[src/rtl/uart_frame_rx_pkg.sv]
package uart_frame_rx_pkg;

  typedef enum logic [2:0] {
    ST_IDLE,
    ST_START,
    ST_DATA,
    ST_PAR,
    ST_STOP
  } rx_state_e;

  typedef struct packed {
    logic [1:0] len;
    logic       par_en;
    logic       par_even;
    logic       par_fixed;
    logic       multi_stop;
  } line_cfg_t;

  // Level the parity bit must have, given the settings and whether the
  // received data bits hold an odd number of ones.
  function automatic logic expected_parity(input line_cfg_t c, input logic ones_odd);
    if (c.par_fixed) return ~c.par_even;
    return c.par_even ? ones_odd : ~ones_odd;
  endfunction

endpackage

[src/rtl/uart_frame_rx_tick.sv]
module uart_frame_rx_tick #(
  parameter int DIV_W = 16
) (
  input  logic             clk,
  input  logic             rst_n,
  input  logic [DIV_W-1:0] divisor,
  output logic             tick
);
  logic [DIV_W-1:0] cnt;
  logic [DIV_W-1:0] last;

  // A divisor of zero behaves like one.
  assign last = (divisor == '0) ? '0 : divisor - DIV_W'(1);
  assign tick = (cnt >= last);

  always_ff @(posedge clk or negedge rst_n) begin
    if (!rst_n)    cnt <= '0;
    else if (tick) cnt <= '0;
    else           cnt <= cnt + DIV_W'(1);
  end
endmodule

[src/rtl/uart_frame_rx_sync.sv]
module uart_frame_rx_sync #(
  parameter int STAGES = 2
) (
  input  logic clk,
  input  logic rst_n,
  input  logic d,
  output logic q
);
  logic [STAGES-1:0] chain;

  generate
    if (STAGES == 1) begin : g_one
      always_ff @(posedge clk or negedge rst_n) begin
        if (!rst_n) chain <= '1;
        else        chain <= d;
      end
    end else begin : g_many
      always_ff @(posedge clk or negedge rst_n) begin
        if (!rst_n) chain <= '1;
        else        chain <= {chain[STAGES-2:0], d};
      end
    end
  endgenerate

  assign q = chain[STAGES-1];
endmodule

[src/rtl/uart_frame_rx_fsm.sv]
module uart_frame_rx_fsm
  import uart_frame_rx_pkg::*;
#(
  parameter int DATA_W = 8,
  parameter int OVS    = 16
) (
  input  logic              clk,
  input  logic              rst_n,
  input  logic              tick,
  input  logic              rx,
  input  line_cfg_t         cfg_in,
  output logic              done,
  output logic [DATA_W-1:0] data,
  output logic              par_err,
  output logic              frm_err
);
  localparam int TC_W     = $clog2(OVS);
  localparam int BI_W     = $clog2(DATA_W);
  localparam int MIN_BITS = 5;
  localparam logic [TC_W-1:0] T_HALF = TC_W'(OVS / 2 - 1);
  localparam logic [TC_W-1:0] T_FULL = TC_W'(OVS - 1);
  localparam logic [TC_W-1:0] T_3Q   = TC_W'(OVS * 3 / 4 - 1);

  rx_state_e       state;
  logic [TC_W-1:0] tcnt;
  logic [BI_W-1:0] bidx;
  logic            second_stop;
  line_cfg_t       cfg_q;
  logic [BI_W-1:0] last_idx;
  logic [TC_W-1:0] stop_lim;
  logic            par_exp;

  assign last_idx = BI_W'(MIN_BITS - 1) + BI_W'(cfg_q.len);
  // Half stop bit in 5-bit frames: sample its middle, 3/4 of a bit later.
  assign stop_lim = (second_stop && cfg_q.len == 2'd0) ? T_3Q : T_FULL;
  assign par_exp  = expected_parity(cfg_q, ^data);

  always_ff @(posedge clk or negedge rst_n) begin
    if (!rst_n) begin
      state       <= ST_IDLE;
      tcnt        <= '0;
      bidx        <= '0;
      second_stop <= 1'b0;
      cfg_q       <= '0;
      data        <= '0;
      par_err     <= 1'b0;
      frm_err     <= 1'b0;
      done        <= 1'b0;
    end else begin
      done <= 1'b0;
      if (tick) begin
        case (state)
          ST_IDLE: begin
            if (!rx) begin
              state <= ST_START;
              tcnt  <= '0;
            end
          end
          ST_START: begin
            if (tcnt == T_HALF) begin
              tcnt <= '0;
              if (!rx) begin
                state   <= ST_DATA;
                bidx    <= '0;
                data    <= '0;
                cfg_q   <= cfg_in;
                par_err <= 1'b0;
                frm_err <= 1'b0;
              end else begin
                state <= ST_IDLE;
              end
            end else begin
              tcnt <= tcnt + TC_W'(1);
            end
          end
          ST_DATA: begin
            if (tcnt == T_FULL) begin
              tcnt       <= '0;
              data[bidx] <= rx;
              if (bidx == last_idx) begin
                state       <= cfg_q.par_en ? ST_PAR : ST_STOP;
                second_stop <= 1'b0;
              end else begin
                bidx <= bidx + BI_W'(1);
              end
            end else begin
              tcnt <= tcnt + TC_W'(1);
            end
          end
          ST_PAR: begin
            if (tcnt == T_FULL) begin
              tcnt    <= '0;
              par_err <= rx ^ par_exp;
              state   <= ST_STOP;
            end else begin
              tcnt <= tcnt + TC_W'(1);
            end
          end
          ST_STOP: begin
            if (tcnt == stop_lim) begin
              tcnt <= '0;
              if (!rx) frm_err <= 1'b1;
              if (!second_stop && cfg_q.multi_stop) begin
                second_stop <= 1'b1;
              end else begin
                state <= ST_IDLE;
                done  <= 1'b1;
              end
            end else begin
              tcnt <= tcnt + TC_W'(1);
            end
          end
          default: state <= ST_IDLE;
        endcase
      end
    end
  end
endmodule

[src/rtl/uart_frame_rx_out.sv]
module uart_frame_rx_out #(
  parameter int DATA_W = 8
) (
  input  logic              clk,
  input  logic              rst_n,
  input  logic              load,
  input  logic [DATA_W-1:0] in_data,
  input  logic              in_par_err,
  input  logic              in_frm_err,
  input  logic              out_ready,
  output logic              out_valid,
  output logic [DATA_W-1:0] out_data,
  output logic              out_par_err,
  output logic              out_frm_err
);
  always_ff @(posedge clk or negedge rst_n) begin
    if (!rst_n) begin
      out_valid   <= 1'b0;
      out_data    <= '0;
      out_par_err <= 1'b0;
      out_frm_err <= 1'b0;
    end else if (load) begin
      out_valid   <= 1'b1;
      out_data    <= in_data;
      out_par_err <= in_par_err;
      out_frm_err <= in_frm_err;
    end else if (out_valid && out_ready) begin
      out_valid <= 1'b0;
    end
  end
endmodule

[src/rtl/uart_frame_rx.sv]
module uart_frame_rx
  import uart_frame_rx_pkg::*;
#(
  parameter int DIV_W       = 16,
  parameter int DATA_W      = 8,
  parameter int OVS         = 16,
  parameter int SYNC_STAGES = 2
) (
  input  logic              clk,
  input  logic              rst_n,
  input  logic [DIV_W-1:0]  divisor,
  input  logic [1:0]        cfg_len,
  input  logic              cfg_par_en,
  input  logic              cfg_par_even,
  input  logic              cfg_par_fixed,
  input  logic              cfg_multi_stop,
  input  logic              rxd,
  input  logic              out_ready,
  output logic              out_valid,
  output logic [DATA_W-1:0] out_data,
  output logic              out_par_err,
  output logic              out_frm_err
);
  logic              tick;
  logic              rx_s;
  logic              frm_done;
  logic [DATA_W-1:0] frm_data;
  logic              frm_perr;
  logic              frm_ferr;
  line_cfg_t         cfg_now;

  assign cfg_now = '{len: cfg_len, par_en: cfg_par_en, par_even: cfg_par_even,
                     par_fixed: cfg_par_fixed, multi_stop: cfg_multi_stop};

  uart_frame_rx_tick #(.DIV_W(DIV_W)) u_tick (
    .clk(clk), .rst_n(rst_n), .divisor(divisor), .tick(tick)
  );

  uart_frame_rx_sync #(.STAGES(SYNC_STAGES)) u_sync (
    .clk(clk), .rst_n(rst_n), .d(rxd), .q(rx_s)
  );

  uart_frame_rx_fsm #(.DATA_W(DATA_W), .OVS(OVS)) u_fsm (
    .clk(clk), .rst_n(rst_n), .tick(tick), .rx(rx_s), .cfg_in(cfg_now),
    .done(frm_done), .data(frm_data), .par_err(frm_perr), .frm_err(frm_ferr)
  );

  uart_frame_rx_out #(.DATA_W(DATA_W)) u_out (
    .clk(clk), .rst_n(rst_n), .load(frm_done), .in_data(frm_data),
    .in_par_err(frm_perr), .in_frm_err(frm_ferr), .out_ready(out_ready),
    .out_valid(out_valid), .out_data(out_data), .out_par_err(out_par_err),
    .out_frm_err(out_frm_err)
  );
endmodule

[config.mk]
export PLATFORM = sky130hd
export DESIGN_NAME = uart_frame_rx
export DESIGN_NICKNAME = d
export VERILOG_FILES = /design/src/rtl/uart_frame_rx_pkg.sv /design/src/rtl/uart_frame_rx_tick.sv /design/src/rtl/uart_frame_rx_sync.sv /design/src/rtl/uart_frame_rx_fsm.sv /design/src/rtl/uart_frame_rx_out.sv /design/src/rtl/uart_frame_rx.sv
export SDC_FILE = /design/constraint.sdc
export NUM_CORES = 1
export LEC_CHECK = 0
export ABC_CLOCK_PERIOD_IN_PS = 2850
export CAP_MARGIN = 10
export CORE_ASPECT_RATIO = 1.5
export CORE_MARGIN = 2
export CORE_UTILIZATION = 60
export DETAILED_ROUTE_END_ITERATION = 8
export DONT_BUFFER_PORTS = 1
export PLACE_DENSITY = 0.76
export SYNTH_ARGS = -nofsm -noshare
export SYNTH_HDL_FRONTEND = slang
export SYNTH_SLANG_ARGS = --single-unit
export TNS_END_PERCENT = 50
[constraint.sdc]
create_clock -name clk -period 2.85 [get_ports clk]
set_input_delay 0 -clock clk [delete_from_list [all_inputs] [get_ports clk]]
set_output_delay 0 -clock clk [all_outputs]
set_load 0.005 [all_outputs]
==> results of run 1 <==
## worst register-to-register path: stages (launching register included)
cell	delay, ps
dfrtp_1	470
ha_4	310
nand4_1	150
nor4_2	300
o31ai_2	120
o211ai_1	210
buf_4	240
nand4b_1	240
o31ai_2	290
## cells by family (layout without fill, tap and decap cells)
| family | after synthesis | in the layout | synth area share |
|---|---|---|---|
| AO/OA/AOI/OAI | 73 | 73 | 0.136 |
| XOR/XNOR | 37 | 37 | 0.0915 |
| adder cells (fa/ha/maj) | 21 | 21 | 0.0742 |
| buffers and inverters | 30 | 66 | 0.0339 |
| flip-flops | 57 | 57 | 0.403 |
| multiplexers | 20 | 20 | 0.0632 |
| AND/OR/NAND/NOR | 141 | 141 | 0.197 |
## stage by stage
step	setup slack, ps	area (sq um)	util	total power [uW]	TNS, ps
CTS	-477	4180	0.727	3120	-12860
global route	-604	4250	0.740	3420	-21160
global placement	-842	3740	0.651	2240	-27600
finish	-460	4250	0.740	3180	-15030
detailed placement	-872	3740	0.651	2280	-29210
floorplan	-720	3600	-	2020	-22430
## layer usage
metal / wire (um) / vias to the layer above / global-route usage
li1: - / 1413 / -
met1: 3030 / 1424 / 0.286
met2: 4150 / 97 / 0.465
met3: 403 / 15 / 0.0518
met4: 201 / 0 / 0.121
met5: 0 / - / 0
## placed cells by master (no fill, tap or decap), drive strengths merged, types with 5 or more instances in the layout
cell type    instances
nand2               38
clkinv               6
mux2                19
dfrtp               55
o21ai               17
ha                  21
xnor2               15
nand4                6
buf                 28
nor2b                5
or3                  6
a21oi               17
and3                 6
nor3                 8
nor2                37
inv                 13
nand3               12
nor4                 6
a31oi                5
dlygate4sd3          9
o41ai                9
xor2                22
clkbuf               9
a21o                 6
## worst max path at each step
stage               depth (start not counted)  slack [ps]              to  startpoint
floorplan                                  13        -720  u_fsm.cfg_q[0]  divisor[9]
global placement                           13        -840  u_fsm.cfg_q[5]  divisor[9]
detailed placement                         13        -870  u_fsm.cfg_q[3]  divisor[9]
CTS                                        14        -480   u_fsm.tcnt[3]  divisor[9]
global route                               14        -600   u_fsm.data[4]  divisor[9]
finish                                     14        -460   u_fsm.data[0]  divisor[9]
## repair_timing
| item | CTS | global route |
|---|---|---|
| pin swaps | 12 | 8 |
| hold buffers | 10 | 0 |
| gates resized for setup | 17 | 9 |
| hold endpoints to repair | 65 | 0 |
| setup endpoints to repair | 44 | 44 |
| buffers inserted | 7 | 2 |
## flip-flops by register name, summed over array words and instances, names as in the netlist
signal and count:
u_out.out_data 8, u_fsm.bidx 3, u_fsm.frm_err 1, u_fsm.state 3
u_fsm.done 1, u_out.out_valid 1, u_tick.cnt 16, u_out.out_frm_err 1
u_sync.chain 2, u_fsm.par_err 1, u_fsm.second_stop 1, u_fsm.cfg_q 6
u_fsm.data 8, u_out.out_par_err 1, u_fsm.tcnt 4
## final cells by class
type	count	share of cell area
inverter	13	0.0115
timing repair buffer	37	0.0795
tap	72	0.0212
multi-input combinational	292	0.506
clock inverter	7	0.0168
clock buffer	9	0.0292
sequential	57	0.336
## power by group through the flow
stage | Sequential, uW | Clock [uW] | Combinational [uW]
finish | 1210 | 727 | 1240
global route | 1240 | 782 | 1400
CTS | 1200 | 742 | 1180
detailed placement | 1210 | 0 | 1070
global placement | 1200 | 0 | 1030
floorplan | 1060 | 0 | 956
==> out/summary.txt, run 1 <==
vias in the first global route - 3,034
share of power burned in the clock network - 0.228
Yosys warnings - 0
Final nets - 457
Seq/Total Area, Yosys - 0.403
fraction of registers with async set/reset - 1.00
FF/Latch Area - 1430 sq um
TritonCTS Buffers - 9
f_max - 0.302 GHz
cells after synthesis - 379
Final Max Slew Viols - 0
Hold Path Class - input pin to async pin
Iteration-0 DRC Markers - 85
fin cells - 487
dpl cells - 451
fraction of layout cells with a size suffix above 1 - 0.222
Crit Path Category - input pin to register
violated checks - setup timing
number of synthesized flops with an enable pin - 0
Max-Cap Viols - 0
Crit Reg-Reg Endpoint - u_fsm.data[0]
clock buffer depth - 2
share of the synthesized area in the top cell type - 0.389
R2R Setup Slk - 440 ps
critical path's largest stage delay - 520 ps
Net Switching - 1280 uW
Main synth FF type - dfrtp_1
die area - 6550 sq um
Clk Latency, worst-skew pair - 340 ps
DR WL/cell - 16.0 um
Seq pwr share - 0.381
Worst IR Drop VDD - 625 uV
crit-path leading delay family - simple AND/OR/NAND/NOR gates
min cycle time layout - 3310 ps
total gr overflow - 0
# setup viols final - 44
top-count cell post-synth - dfrtp_1
CTS HTree Levels - 3
status - finished, violations left
Comb power frac - 0.391
cells on worst reg2reg path - 8
Synth area leader - dfrtp_1
setup ws final - -460 ps
WP data arrival - 3560 ps
first-pass detailed-route iteration total - 4
worst-path maximum fanout - 8
RSZ-0062 raised after global routing - yes
GRT Total Usage - 0.260
initial antenna violation count - 0
drt total wl - 7780 um
area delta synth->final - 20.0%
largest net degree at the start of global routing - 58
multi-input logic area - 2150 sq um
RD Place Congestion - 0.876
PD cells - 749 nW/um^2
DRC violations left - 0
Vias/cell - 6.06
IO Pins - 37
syn nets - 426
Initial Utilization - 0.617
FF+latch count, synth - 57
placement row count - 34
first-pass GRT wire length - 13,000 um
mapped cell area - 3540 sq um
skew final - 8.80 ps
Netlist cell types - 45
Setup crit start kind - input pin
hold slack final - 163 ps
worst path cell trace - or4_4 > or3_4 > or4_4 > or3_4 > buf_12 > nand2_4 > ha_4 > nand4_1 > nor4_2 > o31ai_2 > o211ai_1 > buf_4 > nand4b_1 > o31ai_2
Sw Share - 0.403
Sink Count - 57
Die Span X - 66.7 um
Buf/Inv on CP - 2
CTS tree - built
detailed placement HPWL - 5440 um
clk root buf - clkbuf_8
required time worst endpoint - 3100 ps
Max transition margin - 0.505
crit end category - register
die span in y - 98.1 um
Synth Area per Inst - 9.35 sq um
most frequent cells after synthesis - 55 x dfrtp_1, 38 x nand2_1, 37 x nor2_1
number of I/O port buffers - 0
core box area - 5740 sq um
# diodes - 0
post-route ant nets - 0
Int Power - 1900 uW
worst reg2reg startpoint - u_tick.cnt[11]
Slew @ Worst Pin - 739 ps
vias - 2,949
Leak - 0.00193 uW
FILL cells - 418
Worst-path clk slew - 70 ps
Final Hold Viols - 0
top post-synthesis cells by area - dfrtp_1 39%, ha_1 7.4%, mux2_2 6.0%
final worst path period share - 1.16
CP max-delay cell - or4_4
No activity file was read; power rests on OpenSTA's default activity.
==> run 2: changes to the inputs <==
--- a/config.mk
+++ b/config.mk
@@ -13,6 +13,7 @@
 export DETAILED_ROUTE_END_ITERATION = 8
 export DONT_BUFFER_PORTS = 1
 export PLACE_DENSITY = 0.76
+export SKIP_CTS_REPAIR_TIMING = 1
 export SYNTH_ARGS = -nofsm -noshare
 export SYNTH_HDL_FRONTEND = slang
 export SYNTH_SLANG_ARGS = --single-unit
==> out/summary.txt, run 2 (synthesis gave the netlist of run 1 again) <==
Hold Path Class - input pin to async pin (unchanged)
worst reg2reg startpoint - u_tick.cnt[11] (unchanged)
total gr overflow - 0 (unchanged)
Final Hold Viols - 0 (unchanged)
Leak - 0.00189 uW (was 0.00193 uW)
vias - 2,926 (was 2,949)
Final nets - 451 (was 457)
worst-path maximum fanout - 4 (was 8)
Die Span X - 66.7 um (unchanged)
Largest Register - u_tick.cnt (unchanged)
# diodes - 0 (unchanged)
Worst Setup SP - divisor[9] (unchanged)
Buf/Inv on CP - 0 (was 2)
Clk Latency, worst-skew pair - 340 ps (about the same)
worst path cell trace - or4_4 > or3_4 > or4_4 > or3_4 > or2b_1 > ha_1 > nor2b_1 > o211a_1 > o31ai_2 > o211ai_1 > o211ai_1 > mux2_2 (was or4_4 > or3_4 > or4_4 > or3_4 > buf_12 > nand2_4 > ha_4 > nand4_1 > nor4_2 > o31ai_2 > o211ai_1 > buf_4 > nand4b_1 > o31ai_2)
dpl cells - 451 (unchanged)
Slew @ Worst Pin - 1050 ps (was 739 ps)
clock buffer depth - 2 (unchanged)
f_max - 0.297 GHz (was 0.302 GHz)
clk root buf - clkbuf_8 (unchanged)
CTS tree - built (unchanged)
drt total wl - 7490 um (was 7780 um)
Crit Path Category - input pin to register (unchanged)
post-route ant nets - 0 (unchanged)
initial antenna violation count - 0 (unchanged)
Worst-path clk slew - 70 ps (about the same)
Crit Reg-Reg Endpoint - u_fsm.tcnt[3] (was u_fsm.data[0])
top flop regs - u_tick.cnt: 16 flops, u_fsm.data: 8 flops, u_out.out_data: 8 flops (unchanged)
Iteration-0 DRC Markers - 88 (was 85)
die area - 6550 sq um (unchanged)
Final Max Slew Viols - 0 (unchanged)
required time worst endpoint - 3070 ps (was 3100 ps)
Setup crit start kind - input pin (unchanged)
cells on worst reg2reg path - 8 (unchanged)
FILL cells - 447 (was 418)
core box area - 5740 sq um (unchanged)
number of I/O port buffers - 0 (unchanged)
DR WL/cell - 15.6 um (was 16.0 um)
Vias/cell - 6.08 (was 6.06)
Worst path depth - 12 (was 14)
CP max-delay cell - or4_4 (unchanged)
critical path's largest stage delay - 530 ps (was 520 ps)
TritonCTS Buffers - 9 (unchanged)
skew final - 10.1 ps (was 8.80 ps)
die span in y - 98.1 um (unchanged)
fin cells - 481 (was 487)
Max transition margin - 0.297 (was 0.505)
RD Place Congestion - 0.876 (unchanged)
cell area after layout - 4170 sq um (was 4250 sq um)
violated checks - setup timing (unchanged)
placement row count - 34 (unchanged)
Worst IR Drop VDD - 561 uV (was 625 uV)
crit-path leading delay family - simple AND/OR/NAND/NOR gates (unchanged)
Initial Utilization - 0.617 (unchanged)
detailed placement HPWL - 5440 um (unchanged)
commonest non-fill, non-tap cell in the layout - dfrtp_1 (unchanged)
# setup viols final - 44 (unchanged)
GRT Total Usage - 0.248 (was 0.260)
DP Area - 3740 sq um (unchanged)
max reg flops - 16 (unchanged)
Max-Cap Viols - 0 (unchanged)
fraction of layout cells with a size suffix above 1 - 0.191 (was 0.222)
hold slack final - 163 ps (about the same)
status - finished, violations left (unchanged)
DRC violations left - 0 (unchanged)
IO Pins - 37 (unchanged)
final worst path period share - 1.18 (was 1.16)
R2R Setup Slk - 460 ps (was 440 ps)
CTS HTree Levels - 3 (unchanged)
largest net degree at the start of global routing - 58 (unchanged)
most frequent cells in the layout - 55 x dfrtp_1, 37 x nor2_1, 34 x nand2_1 (was 55 x dfrtp_1, 37 x nor2_1, 33 x nand2_1)
crit end category - register (unchanged)
setup ws final - -513 ps (was -460 ps)
first-pass GRT wire length - 12,500 um (was 13,000 um)
WP data arrival - 3580 ps (was 3560 ps)
RSZ-0062 raised after global routing - yes (unchanged)
first-pass detailed-route iteration total - 4 (unchanged)
min cycle time layout - 3360 ps (was 3310 ps)
PD cells - 741 nW/um^2 (was 749 nW/um^2)
Sink Count - 57 (unchanged)
area delta synth->final - 17.6% (was 20.0%)
vias in the first global route - 2,934 (was 3,034)
==> run 2: cell count changes in the layout (fill, tap and decap cells not counted), moves of 2 or more <==
cell     before  now
o41ai_1       2    8
nand2_2       4    0
ha_4          2    4
nand2_4       1    4
o21ai_0      13   17
ha_1         19   17
o31ai_1       1    3
mux2_2       17   19
o41ai_2       7    1
mux2_4        2    0
o21ai_1       4    0
o31ai_2       3    1
buf_4        23   18
==> run 2: worst max path at each step <==
stage | end | slack, ps
3_3_place_gp | u_fsm.cfg_q[5] | -840
3_5_place_dp | u_fsm.cfg_q[3] | -870
2_1_floorplan | u_fsm.cfg_q[0] | -720
5_1_grt | u_fsm.data[4] | -650
4_1_cts | u_fsm.cfg_q[3] | -530
6_report | u_fsm.tcnt[0] | -510
==> run 2: report_power, final <==
part / leakage (uW) / internal [uW] / switching, uW
registers: 0.000754 / 952 / 255
clock network: 0.000103 / 402 / 323
logic: 0.00103 / 521 / 635
==> run 2: per-stage QoR <==
| stage | power, uW | setup slack (ps) | util | setup TNS [ps] |
|---|---|---|---|---|
| 2_1_floorplan | 2020 | -720 | - | -22430 |
| 3_3_place_gp | 2240 | -842 | 0.651 | -27600 |
| 3_5_place_dp | 2280 | -872 | 0.651 | -29210 |
| 4_1_cts | 3020 | -526 | 0.685 | -14130 |
| 5_1_grt | 3340 | -647 | 0.725 | -20600 |
| 6_report | 3090 | -513 | 0.725 | -14630 |
==> run 2: cell type report <==
class / instances / area (sq um) / share of cell area
inverter: 13 / 48.8 / 0.0117
timing repair buffer: 31 / 295 / 0.0709
sequential: 57 / 1430 / 0.343
multi-input combinational: 292 / 2110 / 0.506
tap: 72 / 90.1 / 0.0216
clock inverter: 7 / 71.3 / 0.0171
clock buffer: 9 / 124 / 0.0297
==> run 2: per-layer routing <==
layer / vias up / share of wire / track usage
li1: 1408 / - / -
met1: 1402 / 0.39 / 0.280
met2: 95 / 0.53 / 0.432
met3: 21 / 0.048 / 0.0484
met4: 0 / 0.029 / 0.129
met5: - / 0 / 0
==> run 3: changes to the inputs <==
--- a/config.mk
+++ b/config.mk
@@ -9,10 +9,9 @@
 export CAP_MARGIN = 10
 export CORE_ASPECT_RATIO = 1.5
 export CORE_MARGIN = 2
-export CORE_UTILIZATION = 60
+export CORE_UTILIZATION = 40
 export DETAILED_ROUTE_END_ITERATION = 8
 export DONT_BUFFER_PORTS = 1
-export PLACE_DENSITY = 0.76
 export SKIP_CTS_REPAIR_TIMING = 1
 export SYNTH_ARGS = -nofsm -noshare
 export SYNTH_HDL_FRONTEND = slang
==> out/summary.txt, run 3 (synthesis gave the netlist of run 1 again) <==
status - finished, violations left (unchanged)
violated checks - setup timing (unchanged)
placement row count - 42 (was 34)
# diodes - 0 (unchanged)
PD cells - 791 nW/um^2 (was 741 nW/um^2)
DRC violations left - 0 (unchanged)
CTS HTree Levels - 3 (unchanged)
Iteration-0 DRC Markers - 126 (was 88)
initial antenna violation count - 0 (unchanged)
Max transition margin - 0.102 (was 0.297)
commonest non-fill, non-tap cell in the layout - dfrtp_1 (unchanged)
Die Span X - 80.8 um (was 66.7 um)
f_max - 0.294 GHz (was 0.297 GHz)
die area - 9640 sq um (was 6550 sq um)
total gr overflow - 0 (unchanged)
max reg flops - 16 (unchanged)
IO Pins - 37 (unchanged)
Leak - 0.00197 uW (was 0.00189 uW)
largest net degree at the start of global routing - 58 (unchanged)
Final Hold Viols - 0 (unchanged)
DR WL/cell - 15.5 um (was 15.6 um)
Max-Cap Viols - 0 (unchanged)
die span in y - 119 um (was 98.1 um)
Largest Register - u_tick.cnt (unchanged)
number of I/O port buffers - 0 (unchanged)
critical path's largest stage delay - 520 ps (was 530 ps)
clk root buf - clkbuf_16 (was clkbuf_8)
area delta synth->final - 23.2% (was 17.6%)
setup_tns - -17,160 ps (was -14,630 ps)
final worst path period share - 1.19 (was 1.18)
worst path cell trace - or4_4 > or3_4 > or4_4 > or3_4 > or2b_1 > ha_4 > nor2b_4 > o211a_1 > o31ai_4 > o211ai_1 > o211ai_1 > mux2_2 (was or4_4 > or3_4 > or4_4 > or3_4 > or2b_1 > ha_1 > nor2b_1 > o211a_1 > o31ai_2 > o211ai_1 > o211ai_1 > mux2_2)
Worst-path clk slew - 50 ps (was 70 ps)
TritonCTS Buffers - 9 (unchanged)
top flop regs - u_tick.cnt: 16 flops, u_fsm.data: 8 flops, u_out.out_data: 8 flops (unchanged)
Worst path depth - 12 (unchanged)
fin cells - 521 (was 481)
core box area - 8720 sq um (was 5740 sq um)
CP max-delay cell - or4_4 (unchanged)
GRT Total Usage - 0.173 (was 0.248)
first-pass GRT wire length - 12,800 um (was 12,500 um)
RD Place Congestion - 0.853 (was 0.876)
most frequent cells in the layout - 55 x dfrtp_1, 37 x nor2_1, 34 x nand2_1 (unchanged)
FILL cells - 848 (was 447)
Final Max Slew Viols - 0 (unchanged)
vias in the first global route - 2,763 (was 2,934)
Hold Path Class - input pin to async pin (unchanged)
# setup viols final - 44 (unchanged)
detailed placement HPWL - 6000 um (was 5440 um)
fraction of layout cells with a size suffix above 1 - 0.202 (was 0.191)
min cycle time layout - 3400 ps (was 3360 ps)
worst-path maximum fanout - 6 (was 4)
worst reg2reg startpoint - u_tick.cnt[12] (was u_tick.cnt[11])
Initial Utilization - 0.406 (was 0.617)
crit end category - register (unchanged)
Setup crit start kind - input pin (unchanged)
cells on worst reg2reg path - 9 (was 8)
post-route ant nets - 0 (unchanged)
hold slack final - 190 ps (was 163 ps)
vias - 2,874 (was 2,926)
Worst Setup SP - divisor[9] (unchanged)
drt total wl - 8100 um (was 7490 um)
CTS tree - built (unchanged)
Sink Count - 57 (unchanged)
Vias/cell - 5.52 (was 6.08)
RSZ-0062 raised after global routing - yes (unchanged)
Final nets - 453 (was 451)
setup ws final - -548 ps (was -513 ps)
Worst IR Drop VDD - 420 uV (was 561 uV)
total power - 3450 uW (was 3090 uW)
clock buffer depth - 2 (unchanged)
skew final - 8.23 ps (was 10.1 ps)
WP data arrival - 3600 ps (was 3580 ps)
crit-path leading delay family - simple AND/OR/NAND/NOR gates (unchanged)
required time worst endpoint - 3060 ps (was 3070 ps)
Crit Path Category - input pin to register (unchanged)
Slew @ Worst Pin - 1340 ps (was 1050 ps)
first-pass detailed-route iteration total - 4 (unchanged)
dpl cells - 492 (was 451)
Buf/Inv on CP - 0 (unchanged)
Clk Latency, worst-skew pair - 330 ps (was 340 ps)
[run 3: changes by cell type in the layout (fill, tap and decap cells not counted), sizes merged]
| cell | change |
|---|---|
| clkbuf | +4 |
| buf | +1 |
| or3 | +1 |
| clkinv | -4 |
[run 3: stage by stage]
stage	cell area, sq um	worst slack [ps]	utilization
2_1_floorplan	3600	-720	-
3_3_place_gp	3810	-802	0.437
3_5_place_dp	3810	-865	0.437
4_1_cts	4100	-525	0.470
5_1_grt	4360	-674	0.500
6_report	4360	-548	0.500
[run 3: routing by layer]
| layer | wire length [um] | track usage | part of all wire | vias to the layer above |
|---|---|---|---|---|
| li1 | - | - | - | 1413 |
| met1 | 3110 | 0.182 | 0.38 | 1402 |
| met2 | 4560 | 0.319 | 0.56 | 45 |
| met3 | 273 | 0.0348 | 0.034 | 14 |
| met4 | 150 | 0.0784 | 0.019 | 0 |
| met5 | 0 | 0 | 0 | - |
[run 3: worst reg2reg max path, cell delays in order, from the launching register on]
cell and delay [ps]:
dfrtp_1 430, ha_1 300, nand4_1 200, nor4_4 370
o31ai_4 120, o211a_1 150, buf_4 160, buf_12 140
o41ai_1 340, o31ai_1 120
[run 3: cell type report]
type | count | area (sq um) | share of cell area
multi-input combinational | 293 | 2160 | 0.495
sequential | 57 | 1430 | 0.327
timing repair buffer | 32 | 299 | 0.0685
clock buffer | 13 | 250 | 0.0573
tap | 110 | 138 | 0.0315
inverter | 13 | 48.8 | 0.0112
clock inverter | 3 | 40.0 | 0.00917
[run 3: power breakdown]
group          total [uW]  switching [uW]  leakage [uW]  internal, uW
Combinational        1210             666       0.00107           540
Clock                1040             344      0.000144           696
Sequential           1200             250      0.000754           955
[run 3: final timing paths]
check                                   to  slack, ps
max in group asynchronous  u_sync.chain[1]       2380
setup reg to reg             u_fsm.data[0]        370
hold reg to reg            u_sync.chain[1]        360
setup / recovery             u_fsm.tcnt[0]       -550
min in group clk           u_sync.chain[0]        210
hold / removal               u_fsm.bidx[0]        190
